$ cat config.mk
export PLATFORM = sky130hd
export DESIGN_NAME = kwdt_top
export DESIGN_NICKNAME = d
export VERILOG_FILES = /design/src/rtl/kwdt_pkg.sv /design/src/rtl/kwdt_keylock.sv /design/src/rtl/kwdt_prescaler.sv /design/src/rtl/kwdt_counter.sv /design/src/rtl/kwdt_top.sv
export SDC_FILE = /design/constraint.sdc
export NUM_CORES = 1
export LEC_CHECK = 0
export BUFFER_PORTS_ARGS = -buffer_cell sky130_fd_sc_hd__buf_2
export CAP_MARGIN = 20
export CORE_MARGIN = 3
export CORE_UTILIZATION = 30
export CTS_CLUSTER_DIAMETER = 30
export CTS_CLUSTER_SIZE = 16
export DETAILED_ROUTE_END_ITERATION = 7
export PLACE_DENSITY = 0.57
export SYNTH_ARGS = -nofsm -noshare
export SYNTH_HDL_FRONTEND = slang
export SYNTH_SLANG_ARGS = --single-unit
$ cat constraint.sdc
create_clock -name clk -period 2.2 [get_ports clk]
set_clock_uncertainty 0.2 [all_clocks]
set_input_delay 0.11 -clock clk [delete_from_list [all_inputs] [get_ports clk]]
set_output_delay 0.11 -clock clk [all_outputs]
set_load 0.005 [all_outputs]
$ cat src/rtl/kwdt_pkg.sv
package kwdt_pkg;

    localparam int SEL_W   = 3;
    localparam int DATA_W  = 8;
    localparam int RUN_BIT = 7;
    localparam int RST_BIT = 5;

    localparam logic [DATA_W-1:0] KEY_OPEN_A = 8'h1E;
    localparam logic [DATA_W-1:0] KEY_OPEN_B = 8'hE1;

    typedef enum logic [1:0] {
        LK_IDLE = 2'd0,
        LK_HALF = 2'd1,
        LK_OPEN = 2'd2
    } lock_state_e;

    typedef struct packed {
        logic             run;
        logic [SEL_W-1:0] code;
    } wd_ctrl_t;

    function automatic logic [DATA_W-1:0] ctrl_image(wd_ctrl_t c);
        logic [DATA_W-1:0] img;
        img               = '0;
        img[RUN_BIT]      = c.run;
        img[SEL_W-1:0]    = c.code;
        return img;
    endfunction

    function automatic lock_state_e lock_step(lock_state_e cur, logic [DATA_W-1:0] key);
        lock_state_e nxt;
        nxt = LK_IDLE;
        case (cur)
            LK_IDLE: if (key == KEY_OPEN_A) nxt = LK_HALF;
            LK_HALF: if (key == KEY_OPEN_B) nxt = LK_OPEN;
            default: nxt = LK_IDLE;
        endcase
        return nxt;
    endfunction

endpackage

$ cat src/rtl/kwdt_keylock.sv
module kwdt_keylock
    import kwdt_pkg::*;
(
    input  logic              clk,
    input  logic              srst,
    input  logic              key_wr,
    input  logic              ctrl_wr,
    input  logic [DATA_W-1:0] key_data,
    output logic              unlocked
);

    lock_state_e state_q;
    lock_state_e state_d;

    always_comb begin
        state_d = state_q;
        if (key_wr) begin
            state_d = lock_step(state_q, key_data);
        end else if (ctrl_wr) begin
            state_d = LK_IDLE;
        end
    end

    always_ff @(posedge clk) begin
        if (srst) begin
            state_q <= LK_IDLE;
        end else begin
            state_q <= state_d;
        end
    end

    assign unlocked = (state_q == LK_OPEN);

endmodule

$ cat src/rtl/kwdt_prescaler.sv
module kwdt_prescaler
    import kwdt_pkg::*;
#(
    parameter int BASE = 4
) (
    input  logic             clk,
    input  logic             srst,
    input  logic             run,
    input  logic             clr,
    input  logic [SEL_W-1:0] code,
    output logic             tick
);

    localparam int SPAN = BASE + (1 << SEL_W) - 1;
    localparam int PW   = (SPAN > 0) ? SPAN : 1;

    logic [PW-1:0] pre_q;
    logic [PW:0]   limit;

    always_comb begin
        limit = ((PW+1)'(1) << (BASE + int'(code))) - (PW+1)'(1);
    end

    assign tick = run && ({1'b0, pre_q} >= limit);

    always_ff @(posedge clk) begin
        if (srst || clr) begin
            pre_q <= '0;
        end else if (tick) begin
            pre_q <= '0;
        end else if (run) begin
            pre_q <= pre_q + 1'b1;
        end
    end

endmodule

$ cat src/rtl/kwdt_counter.sv
module kwdt_counter #(
    parameter int CNT_W = 8
) (
    input  logic             clk,
    input  logic             srst,
    input  logic             clr,
    input  logic             tick,
    output logic [CNT_W-1:0] count,
    output logic             ovf
);

    logic [CNT_W-1:0] cnt_q;

    assign ovf   = tick && (cnt_q == {CNT_W{1'b1}});
    assign count = cnt_q;

    always_ff @(posedge clk) begin
        if (srst || clr) begin
            cnt_q <= '0;
        end else if (tick) begin
            cnt_q <= cnt_q + 1'b1;
        end
    end

endmodule

$ cat src/rtl/kwdt_top.sv
module kwdt_top
    import kwdt_pkg::*;
#(
    parameter int BASE  = 4,
    parameter int CNT_W = 8
) (
    input  logic              clk,
    input  logic              rst,
    input  logic              fuse_en,
    input  logic              wr_en,
    input  logic              wr_reg,
    input  logic [DATA_W-1:0] wr_data,
    output logic [DATA_W-1:0] ctrl_rd,
    output logic [CNT_W-1:0]  wd_count,
    output logic              lock_err,
    output logic              wd_bite
);

    wd_ctrl_t ctrl_q;
    logic     err_q;
    logic     bite_q;
    logic     ctrl_wr;
    logic     key_wr;
    logic     unlocked;
    logic     accept;
    logic     restart;
    logic     running;
    logic     tick;
    logic     ovf;
    logic     wd_fire;
    logic     srst;

    assign ctrl_wr = wr_en && (wr_reg == 1'b0);
    assign key_wr  = wr_en && (wr_reg == 1'b1);
    assign accept  = ctrl_wr && unlocked;
    assign restart = accept && wr_data[RST_BIT];
    assign running = ctrl_q.run && fuse_en;
    assign wd_fire = ovf && !restart;
    assign srst    = rst || wd_fire;

    kwdt_keylock u_lock (
        .clk      (clk),
        .srst     (srst),
        .key_wr   (key_wr),
        .ctrl_wr  (ctrl_wr),
        .key_data (wr_data),
        .unlocked (unlocked)
    );

    kwdt_prescaler #(.BASE(BASE)) u_pre (
        .clk  (clk),
        .srst (srst),
        .run  (running),
        .clr  (restart),
        .code (ctrl_q.code),
        .tick (tick)
    );

    kwdt_counter #(.CNT_W(CNT_W)) u_cnt (
        .clk   (clk),
        .srst  (srst),
        .clr   (restart),
        .tick  (tick),
        .count (wd_count),
        .ovf   (ovf)
    );

    always_ff @(posedge clk) begin
        if (srst) begin
            ctrl_q <= '0;
            err_q  <= 1'b0;
        end else begin
            if (accept) begin
                ctrl_q.run  <= ctrl_q.run | wr_data[RUN_BIT];
                ctrl_q.code <= wr_data[SEL_W-1:0];
            end
            if (ctrl_wr && !unlocked) begin
                err_q <= 1'b1;
            end
        end
    end

    always_ff @(posedge clk) begin
        if (rst) begin
            bite_q <= 1'b0;
        end else begin
            bite_q <= wd_fire;
        end
    end

    assign ctrl_rd  = ctrl_image(ctrl_q);
    assign lock_err = err_q;
    assign wd_bite  = bite_q;

endmodule

==> key figures, run 1 <==
Route
  – 1st-pass router iterations: 4
  – Post-Route WL: ~4.2 mm
  – DRC viols: 0
  – Met3 wire length: 192 um
  – Iter 0 DRT Violations: 89
  – Wl on met1: 2.13 mm
  – Routed WL per cell: approximately 13 um
  – Antenna Violating Nets Remaining: 0
  – Vias: around 1600
  – Top sig layer: met4
  – Via density: around 5.2
  – Met2 routed wirelength: approximately 1.9 mm

Synth
  – Syn Area/Cell: 8.66 sq um
  – Main synth FF type: dfxtp_1
  – Syn Inst Count: ~190
  – Synth async-reset ratio: 0%
  – Seq/Total Area, Yosys: roughly 32%
  – Post-synthesis cell type count: just over 50
  – Synth warnings: 0
  – #FFs+latches synth: 27
  – Post-Synthesis Cell Area: 0.00168 sq mm
  – Post-synth EDFFs: 0

Power and ir drop
  – Clock share of power: 34.6%
  – Total power: 852 uW
  – Pwr/cell area: 381 mW/mm^2
  – Peak VDD IR: 298 uV
  – Switch Pwr: 203 uW
  – Switch share: 23.9%
  – P_int: 649 uW
  – Seq pwr share: 57.6%
  – Static Leakage: 0.863 nW
  – Gate power share: 7.8%

Clock tree
  – Clk slew on worst S/H paths: approximately 100 ps
  – H-Tree Level Count: 1
  – CTS tree: done
  – Clock latency on the worst-skew pair: 280 ps
  – Clock sink total: 27
  – Cts bufs inserted: 3
  – Root buffer cell: clkbuf_8
  – Worst-case clock buffer depth: 2

Hold path
  – Worst Hold Path EP: u_lock.state_q[0]
  – Worst min-delay path category: in -> reg
  – Hold Startpoint: wr_data[6]
  – Hold Crit Depth: 4

Global routing
  – Initial antenna violation count: 0
  – Remaining global-route overflow: 0
  – First-pass GRT wire length: 7.00 mm
  – Vias in the first global route: around 1500
  – Largest net degree at the start of global routing: 18
  – Total GRT Usage: a little over an eighth

Final layout
  – Syn-to-layout area delta: 33.2%
  – Area of the multi-input gates: 0.00114 sq mm
  – Ant. Diodes: 0
  – Final Non-Filler Cells: 316
  – Design area: approximately 0.0022 sq mm
  – Share of cells above drive strength 1: 33.7%
  – Final net count: between 200 and 300
  – Fill cell count: 540
  – Util after Layout: between 40% and 50%
  – Seq. cell area: 549 sq um

Critical path
  – Critical path, cell by cell: a21oi_2 > ha_1 > nand4_1 > a21oi_2 > o2111ai_4 > buf_6 > a2111oi_2 > o21bai_1
  – CP max stage delay: 400 ps
  – Worst Setup Path Type: reg -> reg
  – Reg-to-reg critical path startpoint: ctrl_rd[1]
  – CP max stage cell: dfxtp_4
  – Crit path capture type: register
  – CP max FO: 7
  – Worst path required time: between 2000 and 2500 ps
  – R2R Setup Slk: 40 ps
  – CP dominant cell by count: a21oi_2
  – Crit start category: register
  – Worst Path Arrival: 2170 ps
  – R2r endpoint: u_cnt.count[7]
  – Worst Reg-to-Reg Cells: 8

STA
  – Final setup vio count: 0
  – Final hold slack: approximately 15 ps
  – Tmin final: 2160 ps
  – Fin. Hold Viols: 0
  – Fmax: 463 MHz
  – Final period util: ~98%
  – Max-slew violations: 0

Placed design
  – DP Area: ~0.0020 sq mm
  – Dpl hpwl: 3.07 mm
  – Placed insts: 303
  – PortBufs: 26
  – RePlAce Congestion: between 0.8 and 0.9

Floorplan
  – Die height: 80.8 um
  – Die ar.: 0.00653 sq mm
  – # rows: 26
  – Starting density of the core: 31.9%
  – Core area: 0.00527 sq mm
  – Ports: 31
  – Chip Width: a little over 80 um

Job
  – Max-Cap Viols: 0

Status
  – Status: completed
-- state kept, by name (all words and copies together), names as in the netlist --
register and flops:
ctrl_rd 4, u_cnt.count 8, u_pre.pre_q 11, wd_bite 1, lock_err 1, u_lock.state_q 2
-- cell families (layout without fill, tap and decap cells) --
family                   after synthesis  in the layout  synth area share, %
buffers and inverters                 19             67                 6.33
other                                  1              5                0.223
AND/OR/NAND/NOR                       77             77                 26.0
flip-flops                            27             27                 32.2
adder cells (fa/ha/maj)               11             11                 8.20
XOR/XNOR                               6              6                 3.13
multiplexers                           7              7                 4.25
AO/OA/AOI/OAI                         46             46                 19.7
-- cells in the final DEF, fill, tap and decap left out, types with 3 or more instances in the layout --
cell           synthesis  final
dfxtp_1               27     24
inv_1                  5      5
mux2i_1                6      6
nor3_1                12     11
and3_1                 3      3
nand4_1                6      6
a31oi_1                3      3
buf_2                  1     26
a21oi_2                1      6
a211oi_1               8      8
nand2_1               18     18
ha_1                  11      9
xor2_1                 4      4
dlygate4sd3_1          0      6
a21oi_1               15     10
clkbuf_8               0      3
nand3_1               15     15
buf_4                  5     25
conb_1                 1      5
nor4bb_1               3      3
-- synth_stat cells (all sizes together), types with 4 or more instances --
library cell  instances  area, sq um
buf                   9         68.8
xor2                  4         35.0
nand2                20         80.1
a21oi                16         83.8
nand3                15         75.1
nor3                 12         60.1
clkbuf                5         18.8
mux2i                 6         60.1
inv                   5         18.8
o21ai                 5         25.0
a211oi                9         80.1
nand4                 6         37.5
ha                   11          138
dfxtp                27          541
-- how the worst max path moves through the flow --
stage                     startpoint  slack [ps]              to
after floorplan           ctrl_rd[2]           5  u_cnt.count[7]
after global placement    ctrl_rd[2]         -20  u_cnt.count[7]
after detailed placement  ctrl_rd[2]        -110  u_cnt.count[7]
after CTS                 ctrl_rd[2]          -3  u_cnt.count[7]
after global routing      ctrl_rd[2]         -70  u_cnt.count[7]
final                     ctrl_rd[1]          40  u_cnt.count[7]
-- power by group through the flow --
stage          logic [mW]  registers [mW]  clock network (mW)
2_1_floorplan      0.0337           0.505                   0
3_3_place_gp       0.0572           0.505                   0
3_5_place_dp       0.0575           0.505                   0
4_1_cts            0.0659           0.492               0.309
5_1_grt            0.0738           0.492               0.323
6_report           0.0668           0.491               0.295
-- metal layers --
metal	global-route usage [%]	vias up
li1	-	831
met2	20.0	43
met3	2.66	4
met1	19.8	767
met4	1.52	0
met5	0	-
-- critical path: cells and delay by family (launching register included) --
family          cells  cell delay, ps
compound gates      5             890
simple gates        1             120
flops               1             400
buf+inv             1             180
fa+ha+maj           1             300
-- per-stage QoR --
stage               TNS, ps  worst slack, ps
detailed placement     -162             -112
global placement      -20.2            -20.2
global route          -97.3            -67.0
CTS                   -3.12            -3.12
floorplan                 0             4.66
finish                    0             42.4
-- area by class of cell --
cell class / count / share of cell area [%]
repair buffers: 58 / 17.4
multi-input cells: 152 / 51.1
clock buffers: 3 / 1.85
flip-flops and latches: 27 / 24.6
clock inverters: 1 / 0.336
well taps: 70 / 3.91
inverters: 5 / 0.839
-- what timing repair did --
item	CTS	global route
buffers inserted	3	0
pin swaps	1	8
hold buffers	6	0
hold endpoints to repair	8	0
endpoints found under the setup margin	6	26
gates resized for setup	8	17
Power figures use the tool's default switching activity.
==> inputs of run 2 (changes only) <==
- BUFFER_PORTS_ARGS: -buffer_cell sky130_fd_sc_hd__buf_2 -> default
- DONT_BUFFER_PORTS: default -> 1
- PLACE_DENSITY: 0.57 -> 0.52
- RECOVER_POWER: default -> 100
==> run 2 against run 1 <==
Effect of this change:
- sequential power is essentially flat
- non-clock buffer count shrank 20
- die area is the same
- critical path type unchanged
==> key figures, run 2 (synthesis gave the netlist of run 1 again) <==
Final layout
  – Max reg flops: 11
  – Design area: about 0.0022 sq mm
  – Commonest non-fill, non-tap cells in the layout: dfxtp_1 (24), buf_4 (20), nand2_1 (18)
  – Biggest register: u_pre.pre_q
  – Most common cell after layout, fill and taps aside: dfxtp_1
  – Share of cells above drive strength 1: 24.8%
  – Final net count: between 200 and 300
  – Syn-to-layout area delta: 29.1%
  – Final Non-Filler Cells: 296
  – Ant. Diodes: 0

Global routing
  – Gr busiest metal: met2
  – Vias in the first global route: 1517
  – Met2 usage: 22.2%
  – Largest net degree at the start of global routing: 18
  – First-pass GRT wire length: around 7.3 mm
  – Met3 Track Usage GR: 3.44%
  – Total GRT Usage: 13.9%
  – M1 GR Usage: between 10% and 20%
  – Remaining global-route overflow: 0
  – Initial antenna violation count: 0

Placed design
  – DP Area: ~0.0019 sq mm
  – RePlAce Congestion: 0.841
  – PortBufs: 0
  – Placed insts: between 200 and 300
  – Dpl hpwl: slightly above 3 mm

STA
  – Tmin final: 2170 ps
  – RSZ-0062 raised after global routing: true
  – Slew @ Worst Pin: 636 ps
  – Fin. Hold Viols: 0
  – Final period util: a little under 100%
  – Final setup vio count: 0
  – Max-slew violations: 0
  – Rel. slew slack: 57.6%
  – Fmax: between 400 and 500 MHz

Critical path
  – CP max stage cell: a221o_1
  – CP max stage delay: 410 ps
  – Crit start category: register
  – Worst path required time: 2170 ps
  – Worst Path Arrival: 2140 ps
  – Kind of cell adding the most delay to the critical path: compound AO/OA/AOI/OAI gates
  – CP max FO: 6
  – Worst Setup Path Type: reg -> reg
  – Critical path, cell by cell: a21oi_1 > ha_1 > nand4_1 > a21oi_2 > o2111ai_2 > a221o_1 > a32o_1
  – Crit path capture type: register
  – Worst path bufs/invs: 0

Floorplan
  – Die ar.: 0.00653 sq mm
  – # rows: 26
  – Chip Width: roughly 80 um
  – Ports: 31
  – Starting density of the core: 31.9%
  – Die height: 80.8 um
  – Core area: 0.00527 sq mm

Clock tree
  – Cts bufs inserted: 3
  – Root buffer cell: clkbuf_8
  – Clk slew on worst S/H paths: 100 ps
  – CTS tree: done
  – Clock latency on the worst-skew pair: ~280 ps
  – # Post-CTS Setup Buffers: 0
  – H-Tree Level Count: 1
  – Clock sink total: 27
  – Worst-case clock buffer depth: 2

Hold path
  – Worst min-delay path category: in -> reg

Power and ir drop
  – Total power: 839 uW
  – Static Leakage: 0.777 nW
  – Peak VDD IR: 334 uV
  – Pwr/cell area: 387 mW/mm^2

Route
  – Iter 0 DRT Violations: 56
  – DRC viols: 0
  – Via density: around 5.3
  – 1st-pass router iterations: 4
  – Post-Route WL: 4.50 mm
  – Routed WL per cell: between 15 and 20 um
  – Antenna Violating Nets Remaining: 0
  – Vias: 1560

Job
  – Max-Cap Viols: 0

Status
  – Status: completed
==> run 2: cell types whose count changed in the layout (fill, tap and decap cells not counted), sizes merged <==
cell,previous run,this run
clkbuf,3,7
clkinvlp,1,0
buf,52,23
dlymetal6s4s,0,2
clkinv,0,1
dlygate4sd3,6,9
==> run 2: repair_timing <==
action / 4_1_cts / 5_1_grt
setup endpoints to repair: 5 / 26
gates resized for setup: 9 / 20
endpoints found under the hold margin: 12 / 0
pin swaps: 0 / 4
hold buffers: 11 / 0
==> run 2: per-stage QoR <==
step / util, % / hold WS [ps] / setup WS, ps / setup TNS (ps)
final: 41.1 / 20.3 / 31.3 / 0
after global routing: 41.1 / 39.9 / -44.7 / -193
after CTS: 39.7 / 9.42 / 16.9 / 0
after detailed placement: 36.2 / -14.3 / -128 / -145
after global placement: 36.2 / -14.8 / -19.8 / -21.5
after floorplan: - / 117 / 4.66 / 0
==> run 2: per-layer routing <==
metal / part of all wire (%) / vias up
li1: - / 786
met1: 47 / 741
met2: 47 / 29
met3: 4.6 / 4
met4: 0.76 / 0
met5: 0 / -
==> run 2: power breakdown <==
part	leakage [nW]	internal, mW	switching [mW]
Clock	0.0255	0.127	0.164
Combinational	0.532	0.0273	0.0293
Sequential	0.220	0.489	0.00217
==> run 2: tightest hold or removal path, cell delays in order <==
cell and delay [ps]:
nand2_2 170, a2111oi_2 70, o21bai_1 100
==> run 2: layout make-up <==
type                            count  area (sq um)
Fill cell                         563          3100
Multi-Input combinational cell    152          1140
Sequential cell                    27           549
Timing Repair Buffer               38           323
Tap cell                           70          87.6
Clock buffer                        3          41.3
Inverter                            5          18.8
Clock inverter                      1          5.00
==> run 2: path summary, 6_finish.rpt <==
path	depth (start not counted)	slack, ps	to	start
setup reg to reg	7	30	u_cnt.count[3]	ctrl_rd[1]
hold reg to reg	2	320	u_pre.pre_q[0]	u_pre.pre_q[0]
hold / removal	3	20	u_cnt.count[7]	fuse_en
setup / recovery	7	30	u_cnt.count[3]	ctrl_rd[1]
==> inputs of run 3 (changes only) <==
- CORE_ASPECT_RATIO: default -> 0.6
- CORE_UTILIZATION: 30 -> 41
- PLACE_DENSITY: 0.52 -> 0.64
==> run 3 against run 2 <==
Effect of this change:
- sequential cell count did not move
- sequential share of layout area rose by 0.72 points
- die area fell by 25%
- combinational power rose by 9.4%
- critical endpoint is now u_cnt.count[7]
- utilization rose by 14 points
==> key figures, run 3 (synthesis gave the netlist of run 1 again) <==
Critical path
  – Worst path required time: about 2200 ps
  – Worst Path Arrival: 2140 ps
  – Worst Setup Path Type: reg -> reg
  – Crit start category: register
  – CP max FO: 8
  – Crit path capture type: register

Route
  – Vias: 1599
  – Via density: 5.86
  – DRC viols: 0
  – Post-Route WL: roughly 4.7 mm
  – Routed WL per cell: 17.2 um
  – 1st-pass router iterations: 7
  – Antenna Violating Nets Remaining: 0
  – Iter 0 DRT Violations: 149

Status
  – Status: completed

Global routing
  – First-pass GRT wire length: about 7.3 mm
  – Vias in the first global route: 1504
  – Largest net degree at the start of global routing: 18
  – Total GRT Usage: 18.6%
  – Initial antenna violation count: 0
  – Remaining global-route overflow: 0

Clock tree
  – Clock latency on the worst-skew pair: 280 ps
  – Clk slew on worst S/H paths: about 100 ps
  – Worst-case clock buffer depth: 2
  – Root buffer cell: clkbuf_8
  – Cts bufs inserted: 3
  – H-Tree Level Count: 1
  – CTS tree: done
  – Clock sink total: 27

STA
  – Tmin final: 2180 ps
  – Slew @ Worst Pin: 553 ps
  – Final period util: between 90% and 100%
  – Fin. Hold Viols: 0
  – RSZ-0062 raised after global routing: true
  – Setup TNS Final: 0 ps
  – Max-slew violations: 0
  – Final setup vio count: 0
  – Rel. slew slack: 63.1%
  – Fmax: ~460 MHz
  – Post-layout worst setup margin: 21.6 ps

Placed design
  – Post-place setup slack: -170 ps
  – RePlAce Congestion: about 0.85
  – PortBufs: 0
  – DP Area: 0.00184 sq mm
  – Placed insts: approximately 250
  – Dpl hpwl: 3.25 mm

Final layout
  – Final net count: 251
  – Final Non-Filler Cells: 273
  – Max reg flops: 11
  – Commonest non-fill, non-tap cells in the layout: dfxtp_1 (24), nand2_1 (18), buf_4 (17)
  – Most common cell after layout, fill and taps aside: dfxtp_1
  – Biggest register: u_pre.pre_q
  – Syn-to-layout area delta: 26.2%
  – Share of cells above drive strength 1: 22.6%
  – Ant. Diodes: 0
  – Design area: 0.00212 sq mm

Floorplan
  – Chip Width: 88.6 um
  – # rows: 17
  – Die height: around 56 um
  – Ports: 31
  – Starting density of the core: approximately 44%
  – Die ar.: between 0.004 and 0.005 sq mm
  – Core area: 0.00381 sq mm

Power and ir drop
  – Pwr/cell area: 396 mW/mm^2
  – Peak VDD IR: between 200 and 300 uV
  – Static Leakage: roughly 0.75 nW

Hold path
  – Worst min-delay path category: in -> reg

Job
  – Max-Cap Viols: 0
-- run 3: changes by cell type in the layout (fill, tap and decap cells not counted), sizes merged --
cell          previous run  this run
dlygate4sd3              9        15
buf                     23        19
dlymetal6s4s             2         0
-- run 3: worst max-delay path, cell delays in order, from the launching register on --
cell and delay, ps:
dfxtp_4 390, a21oi_2 60, ha_1 300, nand4_1 100
a21oi_2 160, o2111ai_2 210, buf_6 190, a2111oi_2 350
o21bai_1 90
-- run 3: final cells by class --
cell class	instances	area, sq um
Fill cell	337	1690
Multi-Input combinational cell	152	1120
Sequential cell	27	552
Timing Repair Buffer	38	324
Tap cell	47	58.8
Clock buffer	3	41.3
Inverter	5	18.8
Clock inverter	1	5.00
-- run 3: report_power, final --
part	switching [mW]	total, mW	internal (mW)	leakage, nW
clock network	0.160	0.287	0.127	0.0255
logic	0.0309	0.0619	0.0310	0.507
registers	0.00209	0.490	0.488	0.220
total	0.193	0.839	0.646	0.753
-- run 3: metrics by stage --
stage	power, mW	hold WS (ps)	util (%)
floorplan	0.539	117	-
global placement	0.538	-14.7	48.2
detailed placement	0.539	-14.6	48.2
CTS	0.848	0.218	53.5
global route	0.875	64.0	55.6
finish	0.839	40.2	55.6
-- run 3: final timing paths --
| kind | slack (ps) | from | depth (start not counted) | endpoint |
|---|---|---|---|---|
| min reg2reg | 320 | u_pre.pre_q[0] | 2 | u_pre.pre_q[0] |
| max | 20 | ctrl_rd[1] | 8 | u_cnt.count[7] |
| max reg2reg | 20 | ctrl_rd[1] | 8 | u_cnt.count[7] |
| min | 40 | wr_reg | 4 | u_lock.state_q[0] |
-- run 3: per-layer routing --
layer / GRT usage (%) / share of wire, % / up-vias
met5: 0 / 0 / -
met4: 3.02 / 0.23 / 0
met3: 5.92 / 8.2 / 2
met2: 26.1 / 44 / 60
met1: 28.2 / 48 / 748
li1: - / - / 789
-- run 3: repair_timing --
| item | 4_1_cts | 5_1_grt |
|---|---|---|
| endpoints found under the hold margin | 9 | 7 |
| setup buffers | 0 | 2 |
| gates cloned | 0 | 0 |
| pin swaps | 0 | 8 |
| hold buffers | 13 | 2 |
| endpoints found under the setup margin | 20 | 25 |
| gates resized for setup | 10 | 16 |
